$ cat src/rtl/simsamp_pkg.sv
package simsamp_pkg;

  typedef enum logic {
    SEQ_IDLE = 1'b0,
    SEQ_RUN  = 1'b1
  } seq_state_e;

  function automatic int unsigned cfg_width(input int unsigned npath);
    return $clog2(npath) + 2;
  endfunction

endpackage

$ cat src/rtl/simsamp_conv_stub.sv
module simsamp_conv_stub #(
  parameter int unsigned DATA_W      = 12,
  parameter int unsigned CONV_CYCLES = 32
) (
  input  logic              clk,
  input  logic              rst,
  input  logic              go,
  input  logic [DATA_W-1:0] sample,
  output logic              done,
  output logic [DATA_W-1:0] code
);
  localparam int unsigned CNT_W = $clog2(CONV_CYCLES);
  localparam logic [CNT_W-1:0] CNT_LAST = CNT_W'(CONV_CYCLES - 1);

  logic              active_q;
  logic [CNT_W-1:0]  cnt_q;
  logic [DATA_W-1:0] held_q;
  logic [DATA_W-1:0] trial_q;
  logic [DATA_W-1:0] step_bit;
  logic [DATA_W-1:0] test_val;

  // one trial bit per clock, MSB first; zero once all bits are resolved
  assign step_bit = {1'b1, {(DATA_W-1){1'b0}}} >> cnt_q;
  assign test_val = trial_q | step_bit;

  always_ff @(posedge clk) begin
    if (rst) begin
      active_q <= 1'b0;
      cnt_q    <= '0;
      held_q   <= '0;
      trial_q  <= '0;
    end else if (go) begin
      active_q <= 1'b1;
      cnt_q    <= '0;
      held_q   <= sample;
      trial_q  <= '0;
    end else if (active_q) begin
      if (cnt_q == CNT_LAST) begin
        active_q <= 1'b0;
      end else begin
        cnt_q <= cnt_q + 1'b1;
      end
      if (test_val <= held_q) begin
        trial_q <= test_val;
      end
    end
  end

  assign done = active_q && (cnt_q == CNT_LAST);
  assign code = trial_q;

  // the search must have settled on the held code by the end of the slot
  p_sar_exact_r5: assert property (@(posedge clk) disable iff (rst)
    done |-> (code == held_q));

  p_done_single_r4: assert property (@(posedge clk) disable iff (rst)
    (done && !go) |=> !done);

endmodule

$ cat src/rtl/simsamp_rbuf.sv
module simsamp_rbuf #(
  parameter int unsigned DATA_W = 12,
  parameter int unsigned NPATH  = 4
) (
  input  logic                     clk,
  input  logic                     rst,
  input  logic                     we,
  input  logic [$clog2(NPATH)-1:0] waddr,
  input  logic [DATA_W-1:0]        wdata,
  input  logic                     clr,
  input  logic [$clog2(NPATH)-1:0] last_idx,
  input  logic                     rd_req,
  output logic [DATA_W-1:0]        rd_data,
  output logic                     rd_valid
);
  localparam int unsigned PTR_W = $clog2(NPATH);

  logic [DATA_W-1:0] mem [NPATH];
  logic [PTR_W-1:0]  ptr_q;

  // plain synchronous write port, no reset, so block RAM fits
  always_ff @(posedge clk) begin
    if (we) begin
      mem[waddr] <= wdata;
    end
  end

  always_ff @(posedge clk) begin
    if (rst) begin
      rd_data  <= '0;
      rd_valid <= 1'b0;
    end else begin
      rd_valid <= rd_req;
      if (rd_req) begin
        rd_data <= mem[ptr_q];
      end
    end
  end

  always_ff @(posedge clk) begin
    if (rst || clr) begin
      ptr_q <= '0;
    end else if (rd_req) begin
      ptr_q <= (ptr_q == last_idx) ? '0 : ptr_q + 1'b1;
    end
  end

  p_ptr_wrap_r8: assert property (@(posedge clk) disable iff (rst)
    (rd_req && !clr && ptr_q == last_idx) |=> (ptr_q == '0));

  p_ptr_clear_r7: assert property (@(posedge clk) disable iff (rst)
    clr |=> (ptr_q == '0));

  p_valid_follow_r8: assert property (@(posedge clk) disable iff (rst)
    rd_req |=> rd_valid);

endmodule

$ cat src/rtl/simsamp_ctrl.sv
module simsamp_ctrl
  import simsamp_pkg::*;
#(
  parameter int unsigned NPATH = 4,
  parameter int unsigned CFG_W = $clog2(NPATH) + 2
) (
  input  logic                     clk,
  input  logic                     rst,
  input  logic                     cfg_we,
  input  logic [CFG_W-1:0]         cfg_wdata,
  input  logic                     start,
  input  logic                     done,
  input  logic                     rd_req,
  output logic                     launch,
  output logic                     go,
  output logic                     res_we,
  output logic [$clog2(NPATH)-1:0] slot,
  output logic [$clog2(NPATH)-1:0] seq_last,
  output logic                     bank_sel,
  output logic                     busy,
  output logic                     irq_n
);
  localparam int unsigned MODE_W = $clog2(NPATH);

  logic [CFG_W-1:0]  cfg_q;
  logic              start_q;
  logic              start_edge;
  logic              cfg_pd;
  logic [MODE_W-1:0] cfg_mode;
  logic              last_slot;
  logic              finish;
  seq_state_e        state_q;

  assign cfg_mode = cfg_q[MODE_W-1:0];
  assign bank_sel = cfg_q[MODE_W];
  assign cfg_pd   = cfg_q[MODE_W+1];
  assign busy     = (state_q == SEQ_RUN);

  assign start_edge = start && !start_q;
  assign launch     = start_edge && !busy && !cfg_pd;
  assign last_slot  = (slot == seq_last);
  assign res_we     = busy && done;
  assign finish     = res_we && last_slot;
  assign go         = launch || (res_we && !last_slot);

  always_ff @(posedge clk) begin
    if (rst) begin
      cfg_q   <= '0;
      start_q <= 1'b0;
    end else begin
      start_q <= start;
      if (cfg_we) begin
        cfg_q <= cfg_wdata;
      end
    end
  end

  always_ff @(posedge clk) begin
    if (rst) begin
      state_q  <= SEQ_IDLE;
      slot     <= '0;
      seq_last <= '0;
      irq_n    <= 1'b1;
    end else if (launch) begin
      state_q  <= SEQ_RUN;
      slot     <= '0;
      seq_last <= cfg_mode;
      irq_n    <= 1'b1;
    end else if (res_we) begin
      if (last_slot) begin
        state_q <= SEQ_IDLE;
        irq_n   <= 1'b0;
      end else begin
        slot <= slot + 1'b1;
      end
    end else if (!irq_n && rd_req) begin
      irq_n <= 1'b1;
    end
  end

  p_launch_busy_r4: assert property (@(posedge clk) disable iff (rst)
    launch |=> (busy && irq_n));

  p_finish_flag_r4: assert property (@(posedge clk) disable iff (rst)
    finish |=> (!busy && !irq_n));

  // nothing but a slot completion moves a running sequence
  p_run_steady_r9: assert property (@(posedge clk) disable iff (rst)
    (busy && !done) |=> (busy && $stable(slot) && $stable(seq_last)));

  p_pd_block_r10: assert property (@(posedge clk) disable iff (rst)
    (!busy && cfg_pd) |=> !busy);

  p_irq_release_r6: assert property (@(posedge clk) disable iff (rst)
    (!irq_n && rd_req) |=> irq_n);

  p_irq_hold_r6: assert property (@(posedge clk) disable iff (rst)
    (!irq_n && !rd_req && !launch) |=> !irq_n);

endmodule

$ cat src/rtl/simsamp_seq.sv
module simsamp_seq #(
  parameter int unsigned DATA_W      = 12,
  parameter int unsigned NPATH       = 4,
  parameter int unsigned CONV_CYCLES = 32,
  parameter int unsigned CFG_W       = $clog2(NPATH) + 2
) (
  input  logic                      clk,
  input  logic                      rst,
  input  logic                      cfg_we,
  input  logic [CFG_W-1:0]          cfg_wdata,
  input  logic                      start,
  input  logic [2*NPATH*DATA_W-1:0] ain,
  input  logic                      rd_req,
  output logic [DATA_W-1:0]         rd_data,
  output logic                      rd_valid,
  output logic                      busy,
  output logic                      irq_n
);
  localparam int unsigned PTR_W = $clog2(NPATH);

  logic              launch;
  logic              go;
  logic              res_we;
  logic              done;
  logic              bank_sel;
  logic [PTR_W-1:0]  slot;
  logic [PTR_W-1:0]  seq_last;
  logic [PTR_W-1:0]  next_idx;
  logic [DATA_W-1:0] conv_code;
  logic [DATA_W-1:0] conv_sample;
  logic [DATA_W-1:0] live  [NPATH];
  logic [DATA_W-1:0] hold_q[NPATH];

  // sample-and-hold: every path of the chosen bank loads on the same edge
  for (genvar p = 0; p < NPATH; p++) begin : g_path
    assign live[p] = bank_sel ? ain[(NPATH+p)*DATA_W +: DATA_W]
                              : ain[p*DATA_W +: DATA_W];
    always_ff @(posedge clk) begin
      if (rst) begin
        hold_q[p] <= '0;
      end else if (launch) begin
        hold_q[p] <= live[p];
      end
    end
  end

  assign next_idx    = PTR_W'(slot + 1'b1);
  assign conv_sample = launch ? live[0] : hold_q[next_idx];

  simsamp_ctrl #(
    .NPATH(NPATH),
    .CFG_W(CFG_W)
  ) u_ctrl (
    .clk      (clk),
    .rst      (rst),
    .cfg_we   (cfg_we),
    .cfg_wdata(cfg_wdata),
    .start    (start),
    .done     (done),
    .rd_req   (rd_req),
    .launch   (launch),
    .go       (go),
    .res_we   (res_we),
    .slot     (slot),
    .seq_last (seq_last),
    .bank_sel (bank_sel),
    .busy     (busy),
    .irq_n    (irq_n)
  );

  simsamp_conv_stub #(
    .DATA_W     (DATA_W),
    .CONV_CYCLES(CONV_CYCLES)
  ) u_conv (
    .clk   (clk),
    .rst   (rst),
    .go    (go),
    .sample(conv_sample),
    .done  (done),
    .code  (conv_code)
  );

  simsamp_rbuf #(
    .DATA_W(DATA_W),
    .NPATH (NPATH)
  ) u_rbuf (
    .clk     (clk),
    .rst     (rst),
    .we      (res_we),
    .waddr   (slot),
    .wdata   (conv_code),
    .clr     (launch),
    .last_idx(seq_last),
    .rd_req  (rd_req),
    .rd_data (rd_data),
    .rd_valid(rd_valid)
  );

  // held samples change only at a launch
  p_hold_frozen_r3: assert property (@(posedge clk) disable iff (rst)
    (busy && !launch) |=> $stable(hold_q[0]));

endmodule

$ cat config.mk
export PLATFORM = sky130hd
export DESIGN_NAME = simsamp_seq
export DESIGN_NICKNAME = d
export VERILOG_FILES = /design/src/rtl/simsamp_pkg.sv /design/src/rtl/simsamp_conv_stub.sv /design/src/rtl/simsamp_rbuf.sv /design/src/rtl/simsamp_ctrl.sv /design/src/rtl/simsamp_seq.sv
export SDC_FILE = /design/constraint.sdc
export NUM_CORES = 1
export LEC_CHECK = 0
export BUFFER_PORTS_ARGS = -buffer_cell sky130_fd_sc_hd__buf_2
export CORE_MARGIN = 1
export CORE_UTILIZATION = 40
export DETAILED_ROUTE_END_ITERATION = 10
export PLACE_DENSITY = 0.68
export SLEW_MARGIN = 20
export SYNTH_ARGS = -nofsm -noshare
export SYNTH_HDL_FRONTEND = slang
export SYNTH_SLANG_ARGS = --single-unit
$ cat constraint.sdc
create_clock -name clk -period 3.7 [get_ports clk]
set_clock_uncertainty 0.05 [all_clocks]
set_input_delay 0.74 -clock clk [delete_from_list [all_inputs] [get_ports clk]]
set_output_delay 0.74 -clock clk [all_outputs]
set_load 0.1 [all_outputs]
* Yosys cells after proc, flatten, opt, wreduce, memory -nomap -nowiden *
Memories as Yosys holds them, arrays and structs flattened. A register that Yosys moved wholly into a read port is not among the register bits.
Index checks and enable logic that the tools add are counted.

cells by class
  shifts and indexed selects = 1
  order comparisons = 1
  reduce and logical (&&, ||, !) cells = 24
  bitwise logic cells = 7
  divide/modulo/power cells = 0
  mux-type cells = 25
  equal/unequal tests = 4
  multiply operators = 0
  add/sub/neg operators = 3

operators by type and width
  operator                                                              number
  12-bit two-way mux                                                    9
  1-bit two-way mux                                                     15
  12-bit less-or-equal comparator                                       1
  12-bit OR                                                             1
  12-bit by 5-bit right shift with 12-bit output, first input constant  1
  2-bit AND reduction                                                   5
  1-bit logical AND                                                     7
  2-bit nonzero test                                                    3
  5-bit by 1-bit adder with 5-bit output, second input constant         1
  5-bit == test, second input constant                                  1
  1-bit logical NOT                                                     5
  2-bit by 1-bit adder with 2-bit output, second input constant         2
  2-bit == test                                                         2
  1-bit OR                                                              4
  2-bit OR reduction                                                    2
  1-bit logical OR                                                      2
  2-bit two-way mux                                                     1
  2-bit inequality test, second input constant                          1
  1-bit NOT                                                             2

word-level totals
  word-level logic and storage cells = 79
  latch bits = 0
  flip-flop bits (word level) = 44
  RAM bits = 96
  output and inout bits = 15
  memories kept = 2
  memory bits (read-only) = 0

memories
  name        words  bits a word  rd ports  clocked after Yosys merged registers in  wr ports  line                text
  hold_q      4      12           1         0                                        4         simsamp_seq.sv:32   logic [DATA_W-1:0] hold_q[NPATH];
  u_rbuf.mem  4      12           1         1                                        1         simsamp_rbuf.sv:18  logic [DATA_W-1:0] mem [NPATH];

* Longest topological paths before layout *
Gate-level depths: netlist (run 1).

  depth in word-level cells = 8
  gate-level depth with buffers = 11

* Hierarchy *
From an unflattened synthesis (run 1), not the netlist that was laid out.

unflattened totals
  cell total of the unflattened synthesis = 580
  area total of the unflattened synthesis = 7178.1 sq um

by module, submodules not included
  module             cells an instance  instances  seq. area each (sq um)  area each (sq um)
  simsamp_seq        214                1          1441.4                  2656.3
  simsamp_rbuf       122                1          1741.7                  2364.8
  simsamp_conv_stub  192                1          600.6                   1656.6
  simsamp_ctrl       52                 1          220.2                   500.5

* Worst setup path before layout (run 1) *
OpenSTA, ideal clock, no wires.

  path type = register -> register
  start = register u_conv.cnt_q[0]
  end = register u_conv.trial_q[10], in the netlist u_conv.code[10]
  stages on the path, launching flop included = 12
  library setup time = 0.139 ns
  arrival = 2.372 ns
  setup slack = 1.139 ns
  cells stage by stage = dfxtp_1 inv_1 ha_1 nor2b_1 a21oi_1 inv_1 ha_1 nand4_1 or2_2 o221ai_1 clkbuf_1 a211oi_1

on the way
  elaborated cells on any way between the ends = 10
  classes of those cells = 1 x order compare; 1 x eq/ne; 1 x shift; 1 x bitwise; 6 x reduce/logical

RTL lines
  element                                         line                     text
  start: declaration                              simsamp_conv_stub.sv:16  logic [CNT_W-1:0] cnt_q;
  start signal: assignment                        simsamp_conv_stub.sv:41  cnt_q <= cnt_q + 1'b1;
  12-bit by 5-bit right shift with 12-bit output  simsamp_conv_stub.sv:23  assign step_bit = {1'b1, {(DATA_W-1){1'b0}}} >> cnt_q;
  12-bit OR                                       simsamp_conv_stub.sv:24  assign test_val = trial_q | step_bit;
  net u_conv.test_val[11]                         simsamp_conv_stub.sv:20  logic [DATA_W-1:0] test_val;
  12-bit less-or-equal comparator                 simsamp_conv_stub.sv:43  if (test_val <= held_q) begin
  2-bit AND reduction (no line)                   -
  end signal: assignment                          simsamp_conv_stub.sv:44  trial_q <= test_val;
  end: declaration                                simsamp_conv_stub.sv:18  logic [DATA_W-1:0] trial_q;

The timed path passes the listed nets, and every way through them passes these cells.
A chain may end at the register's enable or synchronous reset.

* Final worst setup path (run 1) *
  start = register u_conv.cnt_q[0]
  end = register u_conv.trial_q[9], in the netlist u_conv.code[9]

on the way
  elaborated cells on any way between the ends = 10
  classes of those cells = 1 x order compare; 1 x eq/ne; 1 x shift; 1 x bitwise; 6 x reduce/logical

RTL lines
  element                                           line
  12-bit by 5-bit right shift with 12-bit output *  simsamp_conv_stub.sv:23
  12-bit OR *                                       simsamp_conv_stub.sv:24
  net u_conv.test_val[9]                            simsamp_conv_stub.sv:20
  12-bit less-or-equal comparator                   simsamp_conv_stub.sv:43
  2-bit AND reduction (no line)                     -

Mark *: on every way through the listed nets, which the timed path passes. The rest lies on a longest branch.

==> impl_metrics.yaml, run 1 <==
outcome:
  outcome: "completed"
route:
  wl_per_cell_um: 14.69
  finalWirelength_um: 13150
  drt_iter0_markers: 161
  vias: 4442
  drtAntennaViolNets: 0
  dr.pass1.iters: 5
  viasPerCell: 4.963
  drc_errors: 0
critical_path:
  critPathLaunchType: "register"
  crit_type: "reg2reg"
  cp.arrival_ns: 2.84
  cp_max_fo: 12
  crit_required_ns: 3.91
  endpoint_kind: "register"
sta:
  setup_tns_ns: 0
  relSlewSlack_pct: 36.65
  slew_violations: 0
  final-hold-violation-count: 0
  worstMarginPinSlew_ns: 0.9490
  setup_viol: 0
  fmax_mhz: 380.3
  finalWorstSetupSlack_ns: 1.070
  rsz0062_at_grt: "no"
  min_period_ns: 2.630
  fin_crit_sh_pct: 71.07
floorplan:
  row_count: 47
  die-area_sq_um: 17940
  pin_count: 120
  coreArea_sq_um: 16820
  die_height_um: 134.0
  die_w_um: 134.0
  start_util_pct: 41.41
synth:
  synth.distinct_cells: 42
  syn_nets: 678
  seq_area_frac_synth_pct: 57.49
  synthesis.area_sq_um: 6964
  synthArstFlopShare_pct: 0
  avgSynthCellArea_sq_um: 12.66
  synth_top_flop_cell: "edfxtp_1"
  synth_edf_count: 96
  yosysTopAreaCellShare_pct: 41.39
  yosysTopAreaCell: "edfxtp_1"
  synth_cells: 550
  synth_seq_cells: 152
  synth_area_leaders: "edfxtp_1 41%, dfxtp_1 16%, mux2i_1 8.0%, mux4_2 7.8%, nor2_1 4.4%"
  ys_warn_count: 0
min_path:
  hold_class: "reg2reg"
grt:
  grt_start_max_net_pins: 54
  grt_pass1_vias: 4480
  grt_pass1_wl_um: 22100
  grt_util_all_layers_pct: 16.06
  grt_antenna_before_repair: 0
  grt_overflow: 0
clocking:
  holdBufCountCts: 0
  clock_path_buffers: 2
  post_cts_buffers: 0
  cts-htree-levels: 4
  root_buffer: "clkbuf_16"
  cts.sinks: 152
  post_cts_resize_count: 0
  cts_tree: "done"
  clk_pin_slew_ns: 0.06
  insertion_delay_ns: 0.42
  cts_buffers: 17
layout:
  drive_gt1_share_pct: 29.63
  area_growth_pct: 19.96
  layout.nets: 790
  antenna_cells: 0
flow_run:
  cap_violations: 0
place:
  routabilityCongestion: 0.8026
  port_buffers: 119
  hpwl_um: 9527
  pre_cts_slack_ns: 0.9516
power_and_ir_drop:
  p_leak_nw: 3.292
  ir_worst_vdd_uv: 354.3
  p_per_area_nw_per_um2: 483.6
final cells by class:
cell class              count  area, sq um
well taps                 220        275.3
fillers                  1470         8464
clock buffers              17        425.4
repair buffers            127        655.6
inverters                  33        123.9
flip-flops and latches    152         4005
multi-input cells         331         2668
clock inverters            15        201.4
critical path, cell delays in order, from the launching register on:
cell      delay, ns
dfxtp_1        0.43
inv_1          0.09
ha_1           0.19
nor2b_1        0.16
a21oi_1        0.22
inv_1          0.09
ha_1           0.30
nand4_1        0.14
or2_2          0.32
o221ai_1       0.18
buf_4          0.22
a211oi_1       0.09
registers in the layout, indices dropped and copies added, names as in the netlist, 4 cells and up:
name and flops:
u_conv.code 12, u_conv.held_q 12, u_conv.cnt_q 5, u_rbuf.mem 48
hold_q 48, u_rbuf.rd_data 12, u_ctrl.cfg_q 4
routing by layer:
| metal | part of all wire, % | GRT usage, % | wire, um |
|---|---|---|---|
| met1 | 45 | 20.12 | 5943 |
| met2 | 48 | 26.28 | 6345 |
| met3 | 5.8 | 4.989 | 767 |
| met4 | 0.72 | 5.429 | 95 |
| met5 | 0 | 0 | 0 |
final timing paths:
check                   from                  to  slack [ns]  cells after the start
max          u_conv.cnt_q[0]      u_conv.code[9]        1.07                     11
min          u_ctrl.cfg_q[1]  u_ctrl.seq_last[1]        0.41                      2
max reg2reg  u_conv.cnt_q[0]      u_conv.code[9]        1.07                     11
min reg2reg  u_ctrl.cfg_q[1]  u_ctrl.seq_last[1]        0.41                      2
cell families after synthesis:
logic type	count (synthesis)	share of synthesized area, %
AND/OR/NAND/NOR	140	9.253
multiplexers	90	17.43
AO/OA/AOI/OAI	72	6.576
buffers and inverters	67	4.366
flip-flops	152	57.49
XOR/XNOR	6	0.7547
adder cells (fa/ha/maj)	23	4.132
cells in the final DEF, fill, tap and decap left out, types with 3 or more instances in the layout:
cell	netlist	routed
nand4_1	3	3
a31oi_1	3	3
and2_1	4	4
a22oi_1	10	10
bufinv_16	0	4
dfxtp_1	56	55
xor2_1	3	3
nand2_1	11	11
a21oi_1	34	34
ha_1	23	23
mux2_2	10	10
nand3_1	12	12
mux4_2	24	24
o21ai_0	3	3
nor2b_1	17	17
nor2_1	81	81
edfxtp_1	96	96
clkinv_4	0	5
buf_2	16	119
buf_4	0	8
inv_1	33	33
xnor2_1	3	3
a211oi_1	13	13
mux2i_1	56	56
clkbuf_16	0	17
through the flow:
stage | util, % | total power [mW] | cells | cell area (sq um) | hold slack [ns]
2_1_floorplan | - | 2.173 | 550 | 6964 | 0.3812
3_3_place_gp | 45.95 | 2.272 | 863 | 7727 | 0.4086
3_5_place_dp | 45.95 | 2.284 | 863 | 7727 | 0.4068
4_1_cts | 49.67 | 4.089 | 895 | 8354 | 0.4223
5_1_grt | 49.67 | 4.192 | 895 | 8354 | 0.4281
6_report | 49.67 | 4.040 | 895 | 8354 | 0.4105
synth_stat cells (2+ instances only):
master / n
xnor2_1: 3
nor3_1: 2
xor2_1: 3
a22oi_1: 10
dfxtp_1: 56
nand4_1: 3
edfxtp_1: 96
mux4_2: 24
clkbuf_1: 14
inv_1: 33
nor2b_1: 17
nor2_1: 81
a211oi_1: 13
and3_1: 2
o21ai_0: 3
nand2_1: 11
o21a_1: 2
nand2b_1: 2
nand3_1: 12
a31oi_1: 3
ha_1: 23
mux2_2: 10
buf_6: 2
and2_1: 4
mux2i_1: 56
a21oi_1: 34
buf_2: 16
power breakdown:
group	switching, mW	internal [mW]
clock network	0.669	1.13
logic	0.189	0.149
registers	0.0392	1.87
total	0.896	3.14
No activity file was read; power rests on OpenSTA's default activity.
==> run 2: changes to the inputs <==
PLACE_DENSITY = 0.7   (was 0.68)
clock period = 2.33 ns   (was 3.7 ns; I/O delays follow)
==> impl_metrics.yaml, run 2 (synthesis gave the netlist of run 1 again) <==
route:
  drtAntennaViolNets: 0
  finalWirelength_um: 14400
  vias: 4679
  drc_errors: 0
  viasPerCell: 5.031
  drt_iter0_markers: 187
  wl_per_cell_um: 15.48
  dr.pass1.iters: 4
critical_path:
  max_stage_delay_ns: 0.38
  slowest_stage: "dfxtp_4"
  crit_buf_inv: 2
  crit_required_ns: 2.61
  cp_top_family: "adder cells"
  crit_top_cell: "ha_1"
  r2r_slack_ns: -0.08
  endpoint_kind: "register"
  crit_type: "reg2reg"
  r2r_start: "u_conv.cnt_q[0]"
  critPathLaunch: "u_conv.cnt_q[0]"
  crit_chain: "ha_4 > ha_1 > a31oi_2 > inv_1 > ha_1 > nand4_1 > nor4_4 > buf_4 > nor2_1 > a211oi_1"
  critPathLaunchType: "register"
  cp_max_fo: 6
  cp.arrival_ns: 2.69
layout:
  drive_gt1_share_pct: 39.58
  finalInstanceArea_sq_um: 9025
  layout_common_cells: "119 x buf_2, 96 x edfxtp_1, 76 x nor2_1, 56 x mux2i_1, 51 x dfxtp_1"
  nFillCells: 1412
  mostFrequentLayoutCell: "buf_2"
  reg_top3: "hold_q x48, u_rbuf.mem x48"
  layout.nets: 825
  antenna_cells: 0
  area_growth_pct: 29.59
sta:
  fmax_mhz: 415.2
  slew_violations: 0
  rsz0062_at_grt: "yes"
  finalWorstSetupSlack_ns: -0.07825
  relSlewSlack_pct: 49.75
  fin_crit_sh_pct: 103.4
  final-hold-violation-count: 0
  setup_viol: 12
  min_period_ns: 2.408
  setup_tns_ns: -0.7700
  worstMarginPinSlew_ns: 0.7527
place:
  pre_cts_slack_ns: -0.1385
  routabilityCongestion: 0.8548
  placed_area_sq_um: 8008
  port_buffers: 119
  hpwl_um: 10080
grt:
  grt_util_all_layers_pct: 17.03
  grt_antenna_before_repair: 0
  grt_start_max_net_pins: 50
  grt_pass1_wl_um: 23730
  grt_overflow: 0
  grt_pass1_vias: 4841
floorplan:
  coreArea_sq_um: 16820
  die_w_um: 134.0
  row_count: 47
  die-area_sq_um: 17940
  die_height_um: 134.0
  start_util_pct: 41.41
  pin_count: 120
power_and_ir_drop:
  p_leak_nw: 3.519
  ir_worst_vdd_uv: 569.8
  p_per_area_nw_per_um2: 744.0
clocking:
  holdBufCountCts: 0
  cts.sinks: 152
  cts_buffers: 17
  clock_path_buffers: 2
  root_buffer: "clkbuf_16"
  cts_tree: "done"
  cts-htree-levels: 4
  insertion_delay_ns: 0.42
  clk_pin_slew_ns: 0.06
outcome:
  failed_checks: "setup timing"
  outcome: "complete, but fails checks"
min_path:
  hp-start: "cfg_wdata[3]"
  hold_class: "in2reg"
flow_run:
  cap_violations: 0
==> run 2: cell types whose count changed in the layout (fill, tap and decap cells not counted), moves of 6 or more <==
cell	change
a21oi_2	+7
buf_12	+6
a21oi_1	-9
ha_4	+10
inv_1	-7
buf_4	+26
ha_1	-11
==> run 2: through the flow <==
stage / utilization (%) / hold WS (ns) / power (mW) / instances
floorplan: - / 0.3812 / 3.460 / 550
global placement: 47.61 / 0.4045 / 3.647 / 889
detailed placement: 47.61 / 0.4054 / 3.670 / 889
CTS: 52.71 / 0.2189 / 6.729 / 928
global route: 53.66 / 0.2359 / 6.947 / 930
finish: 53.66 / 0.2368 / 6.715 / 930
==> run 2: final timing paths <==
path | end | cells after the start
worst max-delay path | u_conv.code[0] | 10
worst max register to register | u_conv.code[0] | 10
worst min-delay path | u_ctrl.cfg_q[3] | 3
worst min register to register | u_ctrl.seq_last[0] | 2
==> run 2: timing repair <==
| item | in CTS | in global routing |
|---|---|---|
| setup buffers | 6 | 2 |
| pin swaps | 22 | 13 |
| gates resized for setup | 37 | 28 |
| setup endpoints to repair | 12 | 12 |
| cloned | 2 | 0 |
==> run 2: per-layer routing <==
layer | wire (um) | up-vias | track usage (%) | share of wire, %
li1 | - | 2296 | - | -
met1 | 6415 | 2224 | 20.98 | 45
met2 | 7228 | 138 | 29.22 | 50
met3 | 525 | 21 | 3.628 | 3.6
met4 | 226 | 0 | 6.503 | 1.6
met5 | 0 | - | 0 | 0
==> run 2: final cells by class <==
cell class | count | area, sq um | share of cell area (%)
clock buffer | 18 | 429.2 | 4.755
clock inverter | 14 | 230.2 | 2.551
inverter | 33 | 128.9 | 1.428
multi-input combinational | 331 | 2942 | 32.59
sequential | 152 | 4015 | 44.49
tap | 220 | 275.3 | 3.050
timing repair buffer | 162 | 1005 | 11.13
==> run 2: worst register-to-register path: stages (launching register included) <==
cell and delay [ns]:
dfxtp_4 0.38, ha_4 0.18, ha_1 0.22, a31oi_2 0.18
inv_1 0.07, ha_1 0.27, nand4_1 0.17, nor4_4 0.36
buf_4 0.21, nor2_1 0.05, a211oi_1 0.18
==> run 2: report_power, final <==
| part | switching, mW | internal, mW | leakage, nW |
|---|---|---|---|
| combinational | 0.361 | 0.301 | 1.77 |
| clock | 1.03 | 2.00 | 0.313 |
| sequential | 0.0579 | 2.96 | 1.43 |
==> run 3: changes to the inputs <==
ABC_AREA = 1   (was unset)
==> impl_metrics.yaml, run 3 <==
critical_path:
  critPathLaunchType: "register"
  r2r_start: "u_conv.cnt_q[4]"
  endpoint_kind: "register"
  cp_max_fo: 12
  crit_required_ns: 2.63
  crit_type: "reg2reg"
  cp.arrival_ns: 2.45
  critPathLaunch: "u_conv.cnt_q[4]"
power_and_ir_drop:
  ir_worst_vdd_uv: 561.3
  p_leak_nw: 3.626
  p_per_area_nw_per_um2: 744.2
layout:
  antenna_cells: 0
  area_growth_pct: 20.35
  final_core_util_pct: 49.23
  layout.nets: 1027
  reg_top3: "hold_q x48, u_rbuf.mem x48"
  stdcell_count: 1137
  drive_gt1_share_pct: 21.60
  mostFrequentLayoutCell: "nand2_1"
  layout_common_cells: "133 x nand2_1, 124 x nor2_1, 119 x buf_2, 96 x edfxtp_1, 90 x o21ai_0"
floorplan:
  pin_count: 120
  die_w_um: 135
  start_util_pct: 40.91
  row_count: 48
  die-area_sq_um: 18230
  die_height_um: 135
  coreArea_sq_um: 17300
route:
  drt_iter0_markers: 235
  wl_met3_um: 676
  finalWirelength_um: 14870
  wl_met1_um: 6845
  vias: 5472
  dr.pass1.iters: 5
  drc_errors: 0
  dr_wl_met2_um: 7161
  maxUsedRoutingLayer: "met4"
  drtAntennaViolNets: 0
  wl_per_cell_um: 13.08
  viasPerCell: 4.813
grt:
  grt_pass1_vias: 5211
  grt_util_all_layers_pct: 17.50
  grt_pass1_wl_um: 24740
  grt_antenna_before_repair: 0
  grt_start_max_net_pins: 52
  grt_overflow: 0
place:
  routabilityCongestion: 0.8853
  port_buffers: 119
  hpwl_um: 10730
  place_inst: 1105
  pre_cts_slack_ns: 0.1392
synth:
  synth.distinct_cells: 32
  synth_seq_cells: 152
  yosysTopAreaCellShare_pct: 40.74
  synthesis.area_sq_um: 7076
  syn_nets: 908
  synth_area_leaders: "edfxtp_1 41%, dfxtp_1 16%, nand2_1 7.1%, o21ai_0 6.9%, nor2_1 6.6%"
  avgSynthCellArea_sq_um: 9.071
  synth_top_flop_cell: "edfxtp_1"
  synth_cells: 780
  synth_edf_count: 96
  ys_warn_count: 0
  yosysTopAreaCell: "edfxtp_1"
  synth_most_common_cell: "nand2_1"
  synthArstFlopShare_pct: 0
  ys_top_cells_by_count: "133 x nand2_1, 125 x nor2_1, 98 x o21ai_0, 96 x edfxtp_1, 73 x a21oi_1"
  seq_area_frac_synth_pct: 56.59
clocking:
  root_buffer: "clkbuf_16"
  cts_buffers: 17
  holdBufCountCts: 0
  cts-htree-levels: 4
  cts.sinks: 152
  insertion_delay_ns: 0.42
  cts_tree: "done"
  clk_pin_slew_ns: 0.06
  post_cts_buffers: 0
  post_cts_resize_count: 0
  clock_path_buffers: 2
min_path:
  hp-start: "start"
  hold_class: "in2reg"
outcome:
  outcome: "completed"
sta:
  rsz0062_at_grt: "no"
  fin_crit_sh_pct: 92.37
  final-hold-violation-count: 0
  min_period_ns: 2.152
  setup_viol: 0
  fmax_mhz: 464.6
  relSlewSlack_pct: 55.38
  finalWorstSetupSlack_ns: 0.1777
  holdWs_ns: 0.2290
  setup_tns_ns: 0
  worstMarginPinSlew_ns: 0.6685
  slew_violations: 0
flow_run:
  cap_violations: 0
-- run 3: cell count changes after synthesis, moves of 12 or more --
cell,delta
nor2_1,+44
o21ai_0,+95
a21oi_1,+39
o22ai_1,+12
inv_1,+37
a211oi_1,-12
nor2b_1,-17
mux2i_1,-45
nand2_1,+122
mux4_2,-24
-- run 3: cell families (layout without fill, tap and decap cells) --
logic type | count (synthesis) | count (layout) | share of synthesized area [%]
compound gates | 200 | 200 | 14.98
xor+xnor | 5 | 5 | 0.7252
fa+ha+maj | 23 | 23 | 4.067
buf+inv | 112 | 244 | 6.702
flops | 152 | 152 | 56.59
mux | 11 | 11 | 1.556
simple gates | 277 | 277 | 15.38
-- run 3: routing by layer --
layer,GRT usage [%],vias to the layer above
li1,-,2850
met1,22.07,2476
met2,29.21,129
met3,4.279,17
met4,6.117,0
met5,0,-
-- run 3: worst paths after layout --
kind                                      endpoint  slack, ns  cells past startpoint
worst max-delay path                u_conv.code[6]       0.18                     13
worst min-delay path                u_ctrl.start_q       0.23                      3
worst max register to register      u_conv.code[6]       0.18                     13
worst min register to register  u_ctrl.seq_last[0]       0.42                      2
-- run 3: report_power, final --
group / internal, mW / switching (mW) / leakage, nW
sequential: 2.98 / 0.0491 / 1.43
combinational: 0.237 / 0.479 / 1.92
clock: 1.50 / 1.09 / 0.279
total: 4.72 / 1.62 / 3.63
-- run 3: through the flow --
stage / cell area, sq um / power [mW]
3_5_place_dp: 7946 / 3.800
6_report: 8516 / 6.338
2_1_floorplan: 7077 / 3.576
4_1_cts: 8508 / 6.374
3_3_place_gp: 7946 / 3.795
5_1_grt: 8516 / 6.586
-- run 3: area by class of cell --
| cell class | instances | area [sq um] |
|---|---|---|
| Clock buffer | 19 | 442.9 |
| Clock inverter | 13 | 118.9 |
| Fill cell | 1612 | 8781 |
| Inverter | 72 | 270.3 |
| Multi-Input combinational cell | 516 | 2603 |
| Sequential cell | 152 | 4009 |
| Tap cell | 225 | 281.5 |
| Timing Repair Buffer | 140 | 790.8 |
-- run 3: critical path, stage by stage, from the launching register on --
cell     delay (ns)
dfxtp_1        0.36
or2_2          0.35
o21ai_0        0.25
ha_1           0.30
nand2_1        0.06
inv_1          0.03
nand2_1        0.05
nand2_1        0.06
nand2_1        0.06
nand3_1        0.07
nand2_1        0.06
nand2_1        0.08
buf_12         0.16
a21oi_2        0.13
